### src/rtl/rxff_pkg.sv
package rxff_pkg;

  // Strobes from control to the datapath
  typedef struct packed {
    logic push;
    logic pop;
  } rxff_strobe_t;

  // Flow-control command kinds
  typedef enum logic {
    CMD_XON  = 1'b0,
    CMD_XOFF = 1'b1
  } fc_cmd_e;

endpackage

### src/rtl/rxff_datapath.sv
module rxff_datapath
  import rxff_pkg::*;
#(
  parameter int W     = 32,
  parameter int DEPTH = 16
) (
  input  logic         clk,
  input  logic         rstN,
  input  rxff_strobe_t strb,
  input  logic [W-1:0] inData,
  output logic [W-1:0] outData,
  output logic         full,
  output logic         empty,
  output logic         atHalf
);

  localparam int AW = $clog2(DEPTH);
  localparam int CW = AW + 1;
  localparam logic [CW-1:0] FULL_CNT = CW'(DEPTH);
  localparam logic [CW-1:0] HALF_CNT = CW'(DEPTH / 2);

  logic [W-1:0]  mem [DEPTH];
  logic [AW-1:0] wrPtr;
  logic [AW-1:0] rdPtr;
  logic [CW-1:0] count;

  always_ff @(posedge clk) begin
    if (strb.push) mem[wrPtr] <= inData;
  end

  always_ff @(posedge clk or negedge rstN) begin
    if (!rstN) begin
      wrPtr <= '0;
      rdPtr <= '0;
      count <= '0;
    end else begin
      if (strb.push) wrPtr <= wrPtr + AW'(1);
      if (strb.pop)  rdPtr <= rdPtr + AW'(1);
      case ({strb.push, strb.pop})
        2'b10:   count <= count + CW'(1);
        2'b01:   count <= count - CW'(1);
        default: count <= count;
      endcase
    end
  end

  assign outData = mem[rdPtr];
  assign full    = (count == FULL_CNT);
  assign empty   = (count == '0);
  assign atHalf  = (count >= HALF_CNT);

  // control never writes into a full buffer
  a_r5_no_push_full: assert property (@(posedge clk) disable iff (!rstN)
    full |-> !strb.push);

  // control never pops an empty buffer
  a_r3_no_pop_empty: assert property (@(posedge clk) disable iff (!rstN)
    empty |-> !strb.pop);

  // occupancy moves by at most one per clock
  a_r2_count_step: assert property (@(posedge clk) disable iff (!rstN)
    (count == $past(count)) || (count == $past(count) + CW'(1)) ||
    (count == $past(count) - CW'(1)));

endmodule

### src/rtl/rxff_control.sv
module rxff_control
  import rxff_pkg::*;
(
  input  logic         clk,
  input  logic         rstN,
  input  logic         inSrcRdyN,
  input  logic         outDstRdyN,
  input  logic         flowEn,
  input  logic         fcAck,
  input  logic         full,
  input  logic         empty,
  input  logic         atHalf,
  output rxff_strobe_t strb,
  output logic         inDstRdyN,
  output logic         outSrcRdyN,
  output logic         fcReq,
  output logic         fcXoff,
  output logic         backPres,
  output logic         overflow
);

  logic    reqPend;
  fc_cmd_e reqKind;
  fc_cmd_e sentKind;
  fc_cmd_e wantKind;

  assign outSrcRdyN = empty | ~flowEn;
  assign inDstRdyN  = full;
  assign strb.push  = ~inSrcRdyN & ~full;
  assign strb.pop   = ~outSrcRdyN & ~outDstRdyN;
  assign backPres   = atHalf;
  assign wantKind   = atHalf ? CMD_XOFF : CMD_XON;

  always_ff @(posedge clk or negedge rstN) begin
    if (!rstN) begin
      reqPend  <= 1'b1;
      reqKind  <= CMD_XON;
      sentKind <= CMD_XOFF;
      overflow <= 1'b0;
    end else begin
      if (!inSrcRdyN && full) overflow <= 1'b1;
      if (reqPend) begin
        if (fcAck) begin
          reqPend  <= 1'b0;
          sentKind <= reqKind;
        end
      end else if (wantKind != sentKind) begin
        reqPend <= 1'b1;
        reqKind <= wantKind;
      end
    end
  end

  assign fcReq  = reqPend;
  assign fcXoff = (reqKind == CMD_XOFF);

  // a request holds with a stable kind until acknowledged
  a_r9_req_hold: assert property (@(posedge clk) disable iff (!rstN)
    reqPend && !fcAck |=> reqPend && $stable(reqKind));

  // an acknowledged request drops on the next cycle
  a_r9_req_release: assert property (@(posedge clk) disable iff (!rstN)
    reqPend && fcAck |=> !reqPend);

  // overflow flag is sticky
  a_r5_overflow_sticky: assert property (@(posedge clk) disable iff (!rstN)
    overflow |=> overflow);

endmodule

### src/rtl/rx_flow_fifo.sv
module rx_flow_fifo
  import rxff_pkg::*;
#(
  parameter int W     = 32,
  parameter int DEPTH = 16
) (
  input  logic         clk,
  input  logic         rstN,
  input  logic [W-1:0] inData,
  input  logic         inSrcRdyN,
  output logic         inDstRdyN,
  output logic [W-1:0] outData,
  output logic         outSrcRdyN,
  input  logic         outDstRdyN,
  input  logic         flowEn,
  output logic         fcReq,
  output logic         fcXoff,
  input  logic         fcAck,
  output logic         backPres,
  output logic         fifoFull,
  output logic         fifoEmpty,
  output logic         overflow
);

  generate
    if (DEPTH < 4 || (DEPTH & (DEPTH - 1)) != 0) begin : g_badDepth
      $error("DEPTH must be a power of two of at least 4");
    end
  endgenerate

  rxff_strobe_t strb;
  logic full;
  logic empty;
  logic atHalf;

  rxff_datapath #(.W(W), .DEPTH(DEPTH)) uData (
    .clk    (clk),
    .rstN   (rstN),
    .strb   (strb),
    .inData (inData),
    .outData(outData),
    .full   (full),
    .empty  (empty),
    .atHalf (atHalf)
  );

  rxff_control uCtrl (
    .clk       (clk),
    .rstN      (rstN),
    .inSrcRdyN (inSrcRdyN),
    .outDstRdyN(outDstRdyN),
    .flowEn    (flowEn),
    .fcAck     (fcAck),
    .full      (full),
    .empty     (empty),
    .atHalf    (atHalf),
    .strb      (strb),
    .inDstRdyN (inDstRdyN),
    .outSrcRdyN(outSrcRdyN),
    .fcReq     (fcReq),
    .fcXoff    (fcXoff),
    .backPres  (backPres),
    .overflow  (overflow)
  );

  assign fifoFull  = full;
  assign fifoEmpty = empty;

endmodule

### config.mk
export PLATFORM = sky130hd
export DESIGN_NAME = rx_flow_fifo
export DESIGN_NICKNAME = d
export VERILOG_FILES = /design/src/rtl/rxff_pkg.sv /design/src/rtl/rxff_datapath.sv /design/src/rtl/rxff_control.sv /design/src/rtl/rx_flow_fifo.sv
export SDC_FILE = /design/constraint.sdc
export NUM_CORES = 1
export LEC_CHECK = 0
export BUFFER_PORTS_ARGS = -buffer_cell sky130_fd_sc_hd__buf_2
export CORE_AREA = 2 2 263 265
export CTS_CLUSTER_SIZE = 24
export DETAILED_ROUTE_END_ITERATION = 6
export DIE_AREA = 0 0 265 267
export REMOVE_ABC_BUFFERS = 1
export SYNTH_ARGS = -nofsm -noshare
export SYNTH_HDL_FRONTEND = slang
export SYNTH_SLANG_ARGS = --single-unit
### constraint.sdc
create_clock -name clk -period 10.3 [get_ports clk]
set_input_delay 1.03 -clock clk [delete_from_list [all_inputs] [get_ports clk]]
set_output_delay 1.03 -clock clk [all_outputs]
set_load 0.03 [all_outputs]
## Yosys cells after proc, flatten, opt, wreduce, memory -nomap -nowiden

Memories as Yosys holds them, arrays and structs flattened.
Cells that the tools add are included.

- Eq/ne operators: 4
- $add $sub $neg: 4
- Muxes and demuxes: 7
- Reduce and logical (&&, ||, !) cells: 6
- Bitwise operators: 9
- Order comparisons: 1

Operators with widths:

| kind | number |
|---|---|
| 5-bit one-hot mux with 2 select lines | 1 |
| 4-bit by 1-bit adder with 4-bit output (second input constant) | 2 |
| 1-bit two-way mux | 6 |
| 1-bit inverter | 6 |
| 5-bit by 1-bit adder with 5-bit output (second input constant) | 1 |
| 5-bit equality test (second input constant) | 1 |
| 5-bit by 4-bit greater-or-equal comparator with 1-bit output (second input constant) | 1 |
| 5-bit logical NOT | 1 |
| 5-bit by 1-bit subtractor with 5-bit output (second input constant) | 1 |
| 2-bit AND reduction | 2 |
| 1-bit AND | 2 |
| 2-bit by 1-bit equality test with 1-bit output (second input constant) | 1 |
| 2-bit equality test (second input constant) | 1 |
| 2-bit nonzero test | 1 |
| 1-bit logical AND | 1 |
| 1-bit logical NOT | 1 |
| 1-bit != test | 1 |
| 1-bit bitwise OR | 1 |

- Input port bits: 38
- Bits in registers: 17
- Memory bits (writable): 512
- Memories: 1
- Output and inout bits: 40

Memory list:

| name | words | width | read ports | clocked after memory_dff | wr ports | RTL line | RTL |
|---|---|---|---|---|---|---|---|
| uData.mem | 16 | 32 | 1 | 0 | 1 | rxff_datapath.sv:22 | `logic [W-1:0] mem [DEPTH];` |

## Depth between registers and ports, before layout

Gate-level depths: netlist of the first run.

- Depth after elaboration: 6
- Gate-level depth with buffers: 10
- Mapped depth without buffers: 9

## Cells and area by module

A second synthesis of the first run with hierarchy kept.

- Cells, all modules: 894
- Area, all modules: 20129.3 um^2

By module, submodules not included:

| module | cells each | instances | area each (um^2) | sequential area each (um^2) |
|---|---|---|---|---|
| rxff_datapath | 875 | 1 | 19930.4 | 15700.1 |
| rxff_control | 19 | 1 | 198.9 | 102.6 |

## Worst setup path before layout of the first run

Ideal clock, no wire load.

- Path kind: input port to flip-flop
- From: input port inSrcRdyN
- To: memory uData.mem[3][0] (enable)
- Slack: 6.072 ns
- Data arrival time: 3.767 ns
- Setup time: 0.461 ns
- Path buffers: 1
- Stages on the path: 4
- Cells stage by stage: a31oi_1 -> clkbuf_1 -> nand2_1 -> nor3_1

- Word-level cells in the longest chain between the ends: 4

Ends and longest elaborated chain:

| what | RTL line | RTL |
|---|---|---|
| from (decl) | rx_flow_fifo.sv:10 | `input logic inSrcRdyN,` |
| 1-bit inverter | rxff_control.sv:29 | `assign strb.push = ~inSrcRdyN & ~full;` |
| 1-bit AND | rxff_control.sv:29 |  |
| 1-bit two-way mux | rxff_datapath.sv:28 | `if (strb.push) mem[wrPtr] <= inData;` |
| 1-bit two-way mux (implied by the code) | rxff_datapath.sv:28 |  |
| to (decl) | rxff_datapath.sv:22 |  |

No other way between the ends.

## Worst setup path in the final report of the first run

- From: register uData.rdPtr[1]
- To: output port outData[3]

- Word-level cells in the longest chain between the ends: 1

Ends and longest elaborated chain:

| what | RTL line | RTL |
|---|---|---|
| from (decl) | rxff_datapath.sv:24 | `logic [AW-1:0] rdPtr;` |
| from (signal assigned) | rxff_datapath.sv:38 | `if (strb.pop) rdPtr <= rdPtr + AW'(1);` |
| memory 16 x 32 bit | -- |  |
| to (decl) | rx_flow_fifo.sv:12 | `output logic [W-1:0] outData,` |

No other way between the ends.

==> impl_summary.log, run 1 <==
INFO  metric outcome = completed
INFO  metric place_ws = 6.01 ns
INFO  metric cts-resized-gates = 0
INFO  metric worst_slew_pin_slew = 1.11 ns
INFO  metric seq_area_frac_synth = 78.3%
INFO  metric final_util = 34.6%
INFO  metric cts_made_buffers = 53
INFO  metric clk_path_buf_depth = 3
INFO  metric routed-via-count = 9,433
INFO  metric yosys.area_share.adder = 0.657%
INFO  metric fp.dieArea = 0.0708 sq mm
INFO  metric cts_setup_buffers = 0
INFO  metric vias_per_cell = 4.89
INFO  metric num_io_pins = 78
INFO  metric worst-path-buf-inv = 2
INFO  metric wire_length_of_the_first_global_routing_pass = 67,100 microns
INFO  metric path_clk_slew = 0.06 ns
INFO  metric cts_hold_buffers = 0
INFO  metric fillCellCount = 6,326
INFO  metric drt_iter0_markers = 910
INFO  metric synth-simple-area-share = 1.87%
INFO  metric min_period = 4.85 ns
INFO  metric fp.dieH = 267 microns
INFO  metric combinationalPowerShare = 29.8%
INFO  metric worst_ep_required_time = 9.27 ns
INFO  metric placement.io_buffers = 77
INFO  metric yosysUniqueCellTypes = 37
INFO  metric n_antenna_cell = 0
INFO  metric cts_num_sinks = 529
INFO  metric cp-start-kind = flip-flop
INFO  metric clock_power_share = 29.7%
INFO  metric place_congestion = 0.680
INFO  metric final_min_period_over_clock_period = 47.1%
INFO  metric tritoncts_clock_tree = yes
INFO  metric finalHoldViolations = 0
INFO  metric synth_area = 0.0202 sq mm
INFO  metric num_rows = 96
INFO  metric drt_wl_total = 45,800 microns
INFO  metric synth-warning-count = 0
INFO  metric grt_start_max_net_pins = 127
INFO  metric synth_xor_xnor_area_share = 0.434%
INFO  metric cts_max_level = 2
INFO  metric chipWidth = 265 microns
INFO  metric nets = 1,050
INFO  metric grt_pass1_vias = 9,948
INFO  metric cp_cell_sequence = buf_4, mux4_2, a22oi_1, nand2_1, buf_2
INFO  metric power.ir.vdd_worst = 0.000373 V
INFO  metric slew_viol_final = 0
INFO  metric kind_of_critical_path = reg2out
INFO  metric power_switching_share = 32.3%
INFO  metric drt-pass1-iter-count = 5
INFO  metric route.detailed.drc = 0
INFO  metric cp.arrival = 3.82 ns
INFO  metric timing.hold.worst.class = in2async
INFO  metric critical_path_slowest_stage_cell = sky130_fd_sc_hd__dfrtp_4
INFO  metric fin_tns_setup = 0 ns
INFO  metric syn-instance-count = 894
INFO  metric synth.mux.area_fraction = 14.5%
INFO  metric initial_core_utilization = 29.7%
INFO  metric slew-limit-headroom = 26.0%
INFO  metric syn_area_per_cell = 22.6 sq um
INFO  metric unrepaired_setup_endpoints_after_global_routing = false
INFO  metric kind_of_end_point_of_the_critical_path = output port
INFO  metric power.static_leakage = 7.56 nW
INFO  metric cts_root_buffer = sky130_fd_sc_hd__clkbuf_16
INFO  metric p_int = 4.60 mW
INFO  metric synth_compound_gate_area_share = 2.85%
INFO  metric route.detailed.wl_per_inst = 23.7 microns
INFO  metric final.setup.worst_slack = 5.45 ns
INFO  metric max_cap_violations = 0
INFO  metric grt_overflow_total = 0
INFO  metric finalSetupViolCount = 0
INFO  metric drive_gt1_share = 32.5%
INFO  metric max_clock_freq = 206 MHz
INFO  metric critPathMaxFanout = 66
INFO  metric largest_family_of_logic_cells_by_synthesized_area = multiplexers
INFO  metric flow.area_growth_from_synthesis = 16.5%
INFO  metric seqPwrFrac = 40.5%
INFO  metric groute.usage.overall = 13.0%
INFO  metric switchingPower = 2.20 mW
INFO  metric synth.ff_latch_count = 529
INFO  metric power.density_cell_area = 289 mW/mm^2
INFO  metric final_clock_skew = 0.0256 ns
INFO  metric critical-path-top-delay-family = buffers and inverters
INFO  metric design.core.area = 0.0680 sq mm
INFO  metric final_antenna_net_count = 0
INFO  metric max_stage_delay = 1.16 ns
INFO  metric place.detailed.hpwl = 23,200 microns
INFO  metric grt_antenna_before_repair = 7
INFO  metric clk_lat_worst_skew = 0.60 ns
==> cell usage after synthesis <==
cell,count,area (sq um)
sky130_fd_sc_hd__nand3_1,1,5.00
sky130_fd_sc_hd__o21bai_1,1,7.51
sky130_fd_sc_hd__a211oi_2,1,12.5
sky130_fd_sc_hd__nor3b_1,1,7.51
sky130_fd_sc_hd__o21a_1,1,7.51
sky130_fd_sc_hd__dfstp_2,2,52.6
sky130_fd_sc_hd__dfrtp_1,15,375
sky130_fd_sc_hd__or3_1,1,6.26
sky130_fd_sc_hd__nand2_1,39,146
sky130_fd_sc_hd__buf_2,4,20.0
sky130_fd_sc_hd__nand4b_1,1,8.76
sky130_fd_sc_hd__o21ai_0,6,30.0
sky130_fd_sc_hd__nand4_1,2,12.5
sky130_fd_sc_hd__a22oi_1,64,480
sky130_fd_sc_hd__fa_1,1,20.0
sky130_fd_sc_hd__mux4_2,128,2880
sky130_fd_sc_hd__o311ai_0,1,8.76
sky130_fd_sc_hd__a21o_1,1,7.51
sky130_fd_sc_hd__buf_6,5,56.3
sky130_fd_sc_hd__edfxtp_1,512,15400
sky130_fd_sc_hd__nand2b_1,2,12.5
sky130_fd_sc_hd__a21oi_1,3,15.0
sky130_fd_sc_hd__nor4_1,1,6.26
sky130_fd_sc_hd__inv_1,9,33.8
sky130_fd_sc_hd__mux2_2,3,33.8
sky130_fd_sc_hd__xnor2_1,9,78.8
sky130_fd_sc_hd__nor2_1,5,18.8
sky130_fd_sc_hd__clkbuf_1,23,86.3
sky130_fd_sc_hd__nor2b_1,4,25.0
sky130_fd_sc_hd__and3_1,15,93.8
sky130_fd_sc_hd__and2_1,3,18.8
sky130_fd_sc_hd__a31oi_1,1,6.26
sky130_fd_sc_hd__buf_4,7,52.6
sky130_fd_sc_hd__ha_1,9,113
sky130_fd_sc_hd__nor3_1,3,15.0
sky130_fd_sc_hd__xor2_1,1,8.76
sky130_fd_sc_hd__buf_1,9,33.8
==> layout make-up <==
type / instances / area (sq um) / share of cell area [%]
timing repair buffer: 101 / 578 / 2.46
inverter: 9 / 33.8 / 0.144
tap: 882 / 1100 / 4.70
multi-input combinational: 308 / 4140 / 17.6
clock buffer: 59 / 1350 / 5.74
clock inverter: 41 / 490 / 2.09
sequential: 529 / 15800 / 67.3
==> state kept, by name (all words and copies together), names as in the netlist <==
| register | flops |
|---|---|
| uData.count | 5 |
| uCtrl.sentKind | 1 |
| uData.mem | 512 |
| uCtrl.fcReq | 1 |
| uData.wrPtr | 4 |
| uCtrl.overflow | 1 |
| uCtrl.fcXoff | 1 |
| uData.rdPtr | 4 |
==> power groups by stage <==
stage | logic (mW) | registers [mW] | clock network (mW)
final | 2.02 | 2.75 | 2.02
after global routing | 2.19 | 2.77 | 2.14
after CTS | 2.08 | 2.75 | 2.06
after detailed placement | 2.08 | 2.79 | 0
after global placement | 2.06 | 2.78 | 0
after floorplan | 1.41 | 2.89 | 0
==> worst paths after layout <==
check,end,cells after the start,slack [ns],from
setup / recovery,outData[3],5,5.45,uData.rdPtr[1]
hold / removal,uCtrl.fcXoff,1,0.37,rstN
setup reg to reg,uData.count[4],7,7.42,uData.count[0]
hold reg to reg,uCtrl.overflow,1,0.48,uCtrl.overflow
max in group asynchronous,uData.rdPtr[0],1,9.57,rstN
min in group clk,uCtrl.overflow,1,0.48,uCtrl.overflow
==> cell families after synthesis <==
| family | count (synthesis) |
|---|---|
| buffers and inverters | 57 |
| XOR/XNOR | 10 |
| AO/OA/AOI/OAI | 79 |
| AND/OR/NAND/NOR | 78 |
| adder cells (fa/ha/maj) | 10 |
| flip-flops | 529 |
| multiplexers | 131 |
==> cells in the final DEF (no fill, tap or decap), drive strengths merged, types with 2 or more instances in the layout <==
cell type,count
a21oi,3
a22oi,64
and2,3
and3,15
buf,101
bufinv,10
clkbuf,59
clkinv,26
clkinvlp,3
dfrtp,15
dfstp,2
edfxtp,512
ha,9
inv,11
mux2,3
mux4,128
nand2,39
nand2b,2
nand4,2
nor2,5
nor2b,4
nor3,3
o21ai,6
xnor2,9
==> through the flow <==
step / cells / hold WS (ns) / area [sq um] / total power, mW
2_1_floorplan: 846 / 0.479 / 19900 / 4.30
3_3_place_gp: 1829 / 0.456 / 21700 / 4.84
3_5_place_dp: 1829 / 0.461 / 21700 / 4.87
4_1_cts: 1929 / 0.343 / 23500 / 6.89
5_1_grt: 1929 / 0.369 / 23500 / 7.10
6_report: 1929 / 0.373 / 23500 / 6.79
==> metal layers <==
layer  share of wire, %  up-vias  global-route usage [%]
met5               0.11        -                       0
met3                6.8       61                    2.90
met1                 43     5055                    17.8
met2                 49      307                    21.2
met4                1.5       10                    3.08
li1                   -     4000                       -
Note: power is estimated with default switching activity, not from simulation.
==> inputs of run 2 (changes only) <==
--- a/config.mk
+++ b/config.mk
@@ -5,11 +5,12 @@
 export SDC_FILE = /design/constraint.sdc
 export NUM_CORES = 1
 export LEC_CHECK = 0
+export ABC_AREA = 1
 export BUFFER_PORTS_ARGS = -buffer_cell sky130_fd_sc_hd__buf_2
-export CORE_AREA = 2 2 263 265
+export CORE_AREA = 2 2 281 283
 export CTS_CLUSTER_SIZE = 24
 export DETAILED_ROUTE_END_ITERATION = 6
-export DIE_AREA = 0 0 265 267
+export DIE_AREA = 0 0 283 285
 export REMOVE_ABC_BUFFERS = 1
 export SYNTH_ARGS = -nofsm -noshare
 export SYNTH_HDL_FRONTEND = slang
==> constraint.sdc (replaced) <==
create_clock -name clk -period 5 [get_ports clk]
set_input_delay 0.5 -clock clk [delete_from_list [all_inputs] [get_ports clk]]
set_output_delay 0.5 -clock clk [all_outputs]
set_load 0.03 [all_outputs]
==> impl_summary.log, run 2 <==
INFO  metric fin_tns_setup = 0 ns
INFO  metric final.setup.worst_slack = 1.04 ns
INFO  metric cts_num_sinks = 529
INFO  metric cts_made_buffers = 54
INFO  metric synth-warning-count = 0
INFO  metric dpl.cell_count = 3,247
INFO  metric area_post_placement = 0.0244 sq mm
INFO  metric drive_gt1_share = 8.94%
INFO  metric nets = 2,302
INFO  metric path_clk_slew = 0.06 ns
INFO  metric timing.hold.worst.class = in2reg
INFO  metric unrepaired_setup_endpoints_after_global_routing = false
INFO  metric post_layout_nonfiller_instances = 3,346
INFO  metric final_antenna_net_count = 0
INFO  metric syn_area_per_cell = 10.5 sq um
INFO  metric clk_path_buf_depth = 3
INFO  metric kind_of_end_point_of_the_critical_path = output port
INFO  metric reg.largest.list = uData.mem x512, uData.count x5
INFO  metric synth_area = 0.0230 sq mm
INFO  metric wire_length_of_the_first_global_routing_pass = 84,900 microns
INFO  metric finalHoldViolations = 0
INFO  metric initial_core_utilization = 29.5%
INFO  metric chipWidth = 283 microns
INFO  metric post_synthesis_async_set_or_reset_flop_share = 3.21%
INFO  metric tritoncts_clock_tree = yes
INFO  metric num_rows = 103
INFO  metric place.detailed.hpwl = 29,600 microns
INFO  metric most_frequent_cells_in_the_layout = sky130_fd_sc_hd__nand2_1, sky130_fd_sc_hd__edfxtp_1, sky130_fd_sc_hd__inv_1, sky130_fd_sc_hd__nand3_1, sky130_fd_sc_hd__buf_2
INFO  metric placement.io_buffers = 77
INFO  metric grt_overflow_total = 0
INFO  metric power.ir.vdd_worst = 0.000334 V
INFO  metric cp.arrival = 3.46 ns
INFO  metric largest-register = uData.mem
INFO  metric vias_per_cell = 4.40
INFO  metric route.detailed.drc = 0
INFO  metric num_io_pins = 78
INFO  metric yosys.area.top_type_share = 66.7%
INFO  metric groute.usage.overall = 13.7%
INFO  metric slew-limit-headroom = 17.5%
INFO  metric place_congestion = 0.732
INFO  metric netlist.top_cell.by_area = sky130_fd_sc_hd__edfxtp_1
INFO  metric critPathMaxFanout = 53
INFO  metric postSynth.topFlopCell = sky130_fd_sc_hd__edfxtp_1
INFO  metric syn-instance-count = 2,197
INFO  metric max_clock_freq = 252 MHz
INFO  metric cp-start-kind = flip-flop
INFO  metric largest_register_ff_count = 512
INFO  metric grt_start_max_net_pins = 147
INFO  metric final_common_cell = sky130_fd_sc_hd__nand2_1
INFO  metric final_clock_skew = 0.0166 ns
INFO  metric layout.cell_area.non_filler = 0.0261 sq mm
INFO  metric yosys-top-cells-count = sky130_fd_sc_hd__nand2_1, sky130_fd_sc_hd__edfxtp_1, sky130_fd_sc_hd__inv_1, sky130_fd_sc_hd__nand3_1, sky130_fd_sc_hd__buf_2
INFO  metric power.density_cell_area = 540 mW/mm^2
INFO  metric fp.dieArea = 0.0807 sq mm
INFO  metric fin_total_pwr = 14.1 mW
INFO  metric power.static_leakage = 11.0 nW
INFO  metric drt_wl_total = 56,000 microns
INFO  metric seq_area_frac_synth = 68.6%
INFO  metric clk_lat_worst_skew = 0.61 ns
INFO  metric final_min_period_over_clock_period = 79.3%
INFO  metric cts_setup_buffers = 0
INFO  metric worst_ep_required_time = 4.50 ns
INFO  metric design.core.area = 0.0780 sq mm
INFO  metric kind_of_critical_path = reg2out
INFO  metric finalSetupViolCount = 0
INFO  metric synth.most_common_cell = sky130_fd_sc_hd__nand2_1
INFO  metric grt_antenna_before_repair = 7
INFO  metric yosys-top-cells-area = sky130_fd_sc_hd__edfxtp_1, sky130_fd_sc_hd__nand2_1, sky130_fd_sc_hd__nand3_1
INFO  metric flow.area_growth_from_synthesis = 13.4%
INFO  metric cts_root_buffer = sky130_fd_sc_hd__clkbuf_16
INFO  metric cts-resized-gates = 0
INFO  metric drt_iter0_markers = 1,367
INFO  metric drt-pass1-iter-count = 5
INFO  metric grt_pass1_vias = 13,900
INFO  metric min_period = 3.96 ns
INFO  metric route.detailed.wl_per_inst = 16.7 microns
INFO  metric synth_edf_count = 512
INFO  metric outcome = completed
INFO  metric cts_hold_buffers = 1
INFO  metric max_cap_violations = 0
INFO  metric routed-via-count = 14,700
INFO  metric fp.dieH = 285 microns
INFO  metric synth.ff_latch_count = 529
INFO  metric cts_max_level = 2
INFO  metric worst_slew_pin_slew = 1.23 ns
INFO  metric worst_hold_slack = 0.0737 ns
INFO  metric slew_viol_final = 0
INFO  metric place_ws = 1.68 ns
INFO  metric yosysUniqueCellTypes = 27
INFO  metric final_util = 33.5%
-- run 2: worst paths after layout --
path	start	end	slack, ns	cells after the start
setup reg to reg	uData.count[0]	uData.mem[7][11]	1.95	7
hold reg to reg	uCtrl.overflow	uCtrl.overflow	0.48	1
max in group asynchronous	rstN	uData.rdPtr[1]	4.31	2
setup / recovery	uData.rdPtr[1]	outData[8]	1.04	7
hold / removal	fcAck	uCtrl.fcReq	0.07	2
min in group asynchronous	rstN	uData.count[2]	0.35	2
-- run 2: worst max-delay path, stage by stage (launching register included) --
cell,delay (ns)
sky130_fd_sc_hd__dfrtp_4,0.72
sky130_fd_sc_hd__buf_4,0.60
sky130_fd_sc_hd__buf_4,0.68
sky130_fd_sc_hd__nand3_1,0.15
sky130_fd_sc_hd__nand3_1,0.11
sky130_fd_sc_hd__nand3_1,0.09
sky130_fd_sc_hd__nand2_1,0.23
sky130_fd_sc_hd__buf_2,0.24
-- run 2: layout make-up --
| cell class | instances | area, sq um |
|---|---|---|
| fill | 7645 | 51900 |
| sequential | 529 | 15800 |
| multi-input combinational | 1155 | 5110 |
| inverter | 405 | 1530 |
| clock buffer | 66 | 1400 |
| tap | 1050 | 1310 |
| timing repair buffer | 109 | 641 |
| clock inverter | 30 | 309 |
| antenna | 2 | 5.00 |
-- run 2: kinds of logic after synthesis --
logic type	synth area share, %
adders and majority gates	0.576
DFF	68.6
xor gates and xnor gates	0.266
buffers and inverters	9.76
and+or+nand+nor	20.4
AOI/OAI and AO/OA	0.369
-- run 2: metal layers --
layer  part of all wire (%)  up-vias  track usage, %  wire length (microns)
li1                       -     7205               -                      -
met1                     44     7052            18.5                  24900
met2                     47      377            22.6                  26600
met3                    6.1       77            2.58                   3400
met4                    1.9       10            3.55                   1040
met5                   0.10        -               0                     57
-- run 2: where the power goes --
part	internal [mW]	switching, mW	total [mW]
combinational	1.23	3.37	4.59
clock	2.25	1.71	3.96
sequential	5.34	0.216	5.55
==> inputs of run 3 (changes only) <==
==> constraint.sdc (replaced) <==
create_clock -name clk -period 3.5 [get_ports clk]
set_input_delay 0.35 -clock clk [delete_from_list [all_inputs] [get_ports clk]]
set_output_delay 0.35 -clock clk [all_outputs]
set_load 0.03 [all_outputs]
==> impl_summary.log, run 3 (synthesized netlist as in run 2, its figures left out) <==
INFO  metric outcome = completed
INFO  metric place_congestion = 0.749
INFO  metric worst_hold_slack = 0.124 ns
INFO  metric groute.usage.overall = 13.9%
INFO  metric drt-pass1-iter-count = 6
INFO  metric largest_register_ff_count = 512
INFO  metric clock_power_share = 26.5%
INFO  metric final_common_cell = sky130_fd_sc_hd__nand2_1
INFO  metric wire_length_of_the_first_global_routing_pass = 87,100 microns
INFO  metric clk_path_buf_depth = 3
INFO  metric power.ir.vdd_worst = 0.000522 V
INFO  metric place_ws = 0.823 ns
INFO  metric drt_wl_total = 56,900 microns
INFO  metric largest-register = uData.mem
INFO  metric drive_gt1_share = 9.30%
INFO  metric unrepaired_setup_endpoints_after_global_routing = false
INFO  metric switchingPower = 7.61 mW
INFO  metric layout.cell_area.non_filler = 0.0263 sq mm
INFO  metric kind_of_end_point_of_the_critical_path = output port
INFO  metric drt_iter0_markers = 1,123
INFO  metric final_util = 33.7%
INFO  metric cts_max_level = 2
INFO  metric num_rows = 103
INFO  metric routed-via-count = 14,800
INFO  metric max_clock_freq = 303 MHz
INFO  metric power.density_cell_area = 762 mW/mm^2
INFO  metric power_switching_share = 38.0%
INFO  metric place.detailed.hpwl = 30,500 microns
INFO  metric fp.dieH = 285 microns
INFO  metric clk_lat_worst_skew = 0.61 ns
INFO  metric min_period = 3.30 ns
INFO  metric finalHoldViolations = 0
INFO  metric cts_made_buffers = 54
INFO  metric num_io_pins = 78
INFO  metric cp-start-kind = flip-flop
INFO  metric reg.largest.list = uData.mem x512, uData.count x5
INFO  metric vias_per_cell = 4.41
INFO  metric design.core.area = 0.0780 sq mm
INFO  metric area_post_placement = 0.0247 sq mm
INFO  metric grt_overflow_total = 0
INFO  metric initial_core_utilization = 29.5%
INFO  metric worst_slew_pin_slew = 1.09 ns
INFO  metric route.detailed.wl_per_inst = 16.9 microns
INFO  metric cts-resized-gates = 0
INFO  metric seqPwrFrac = 39.4%
INFO  metric grt_start_max_net_pins = 132
INFO  metric cts_root_buffer = sky130_fd_sc_hd__clkbuf_16
INFO  metric tritoncts_clock_tree = yes
INFO  metric slew_viol_final = 0
INFO  metric placement.io_buffers = 77
INFO  metric flow.area_growth_from_synthesis = 14.1%
INFO  metric finalSetupViolCount = 0
INFO  metric top_usage_layer = met2
INFO  metric power.static_leakage = 11.0 nW
INFO  metric final.setup.worst_slack = 0.199 ns
INFO  metric path_clk_slew = 0.06 ns
INFO  metric final_min_period_over_clock_period = 94.3%
INFO  metric slew-limit-headroom = 27.4%
INFO  metric groute.layer.met3.usage = 2.52%
INFO  metric timing.hold.worst.class = in2reg
INFO  metric most_frequent_cells_in_the_layout = sky130_fd_sc_hd__nand2_1, sky130_fd_sc_hd__edfxtp_1, sky130_fd_sc_hd__inv_1, sky130_fd_sc_hd__nand3_1, sky130_fd_sc_hd__buf_2
INFO  metric fillCellCount = 7,785
INFO  metric grt_pass1_vias = 14,400
INFO  metric cp.arrival = 2.95 ns
INFO  metric final_clock_skew = 0.0178 ns
INFO  metric route.detailed.drc = 0
INFO  metric fp.dieArea = 0.0807 sq mm
INFO  metric worst_ep_required_time = 3.15 ns
INFO  metric critPathMaxFanout = 50
INFO  metric nets = 2,318
INFO  metric kind_of_critical_path = reg2out
INFO  metric combinationalPowerShare = 34.1%
INFO  metric grt_util_met2 = 23.1%
INFO  metric max_cap_violations = 0
INFO  metric grt_util_met1 = 18.5%
INFO  metric p_int = 12.4 mW
INFO  metric grt_antenna_before_repair = 6
INFO  metric cts_num_sinks = 529
INFO  metric chipWidth = 283 microns
INFO  metric final_antenna_net_count = 0
-- run 3: cell count changes in the layout (fill, tap and decap cells not counted), sizes merged --
cell,delta
clkbuf,+7
buf,+14
bufinv,-4
clkinv,+1
dlygate4sd3,+2
clkinvlp,-2
-- run 3: stage by stage --
stage          power [mW]  instances  setup TNS (ns)
6_report             20.0       3364               0
5_1_grt              21.2       3363               0
3_5_place_dp         14.9       3261               0
4_1_cts              20.3       3362               0
3_3_place_gp         14.9       3261               0
2_1_floorplan        12.5       2089         -145.90
-- run 3: worst paths after layout --
kind / from / slack [ns] / end / cells after the start
setup / recovery: uData.rdPtr[0] / 0.20 / outData[31] / 8
hold / removal: inData[1] / 0.12 / uData.mem[5][1] / 1
setup reg to reg: uData.count[0] / 0.91 / uData.mem[11][23] / 7
hold reg to reg: uCtrl.overflow / 0.48 / uCtrl.overflow / 1
max in group asynchronous: rstN / 2.91 / uData.rdPtr[0] / 2
min in group asynchronous: rstN / 0.22 / uData.count[4] / 2
-- run 3: power by group through the flow --
stage                     registers [mW]  clock network [mW]  logic, mW
after global placement              8.00                   0       6.89
after global routing                7.94                5.63       7.58
final                               7.89                5.30       6.83
after floorplan                     8.38                   0       4.16
after CTS                           7.89                5.41       6.95
after detailed placement            8.02                   0       6.92
-- run 3: final cells by class --
type                       instances  area [sq um]  share of cell area, %
timing repair buffer             125           928                   3.53
antenna                            2          5.00                 0.0190
clock inverter                    25           161                  0.614
sequential                       529         15800                   60.2
multi-input combinational       1155          5110                   19.4
inverter                         405          1530                   5.82
clock buffer                      73          1420                   5.41
tap                             1050          1310                   5.00
-- run 3: metal layers --
| layer | part of all wire, % | up-vias |
|---|---|---|
| li1 | - | 7235 |
| met5 | 0.060 | - |
| met1 | 44 | 7124 |
| met3 | 5.6 | 95 |
| met4 | 2.5 | 6 |
| met2 | 47 | 374 |
-- run 3: critical path: stages, from the launching register on --
cell and delay, ns:
sky130_fd_sc_hd__dfrtp_4 0.81, sky130_fd_sc_hd__buf_4 0.59, sky130_fd_sc_hd__nand2_1 0.10, sky130_fd_sc_hd__nand2_1 0.10
sky130_fd_sc_hd__nand2_1 0.06, sky130_fd_sc_hd__nand3_1 0.08, sky130_fd_sc_hd__nand3_1 0.10, sky130_fd_sc_hd__nand2_1 0.22
sky130_fd_sc_hd__buf_2 0.25
-- run 3: what timing repair did --
item | CTS | global route
setup buffers | 0 | 0
endpoints found under the hold margin | 18 | 0
hold buffers | 3 | 0
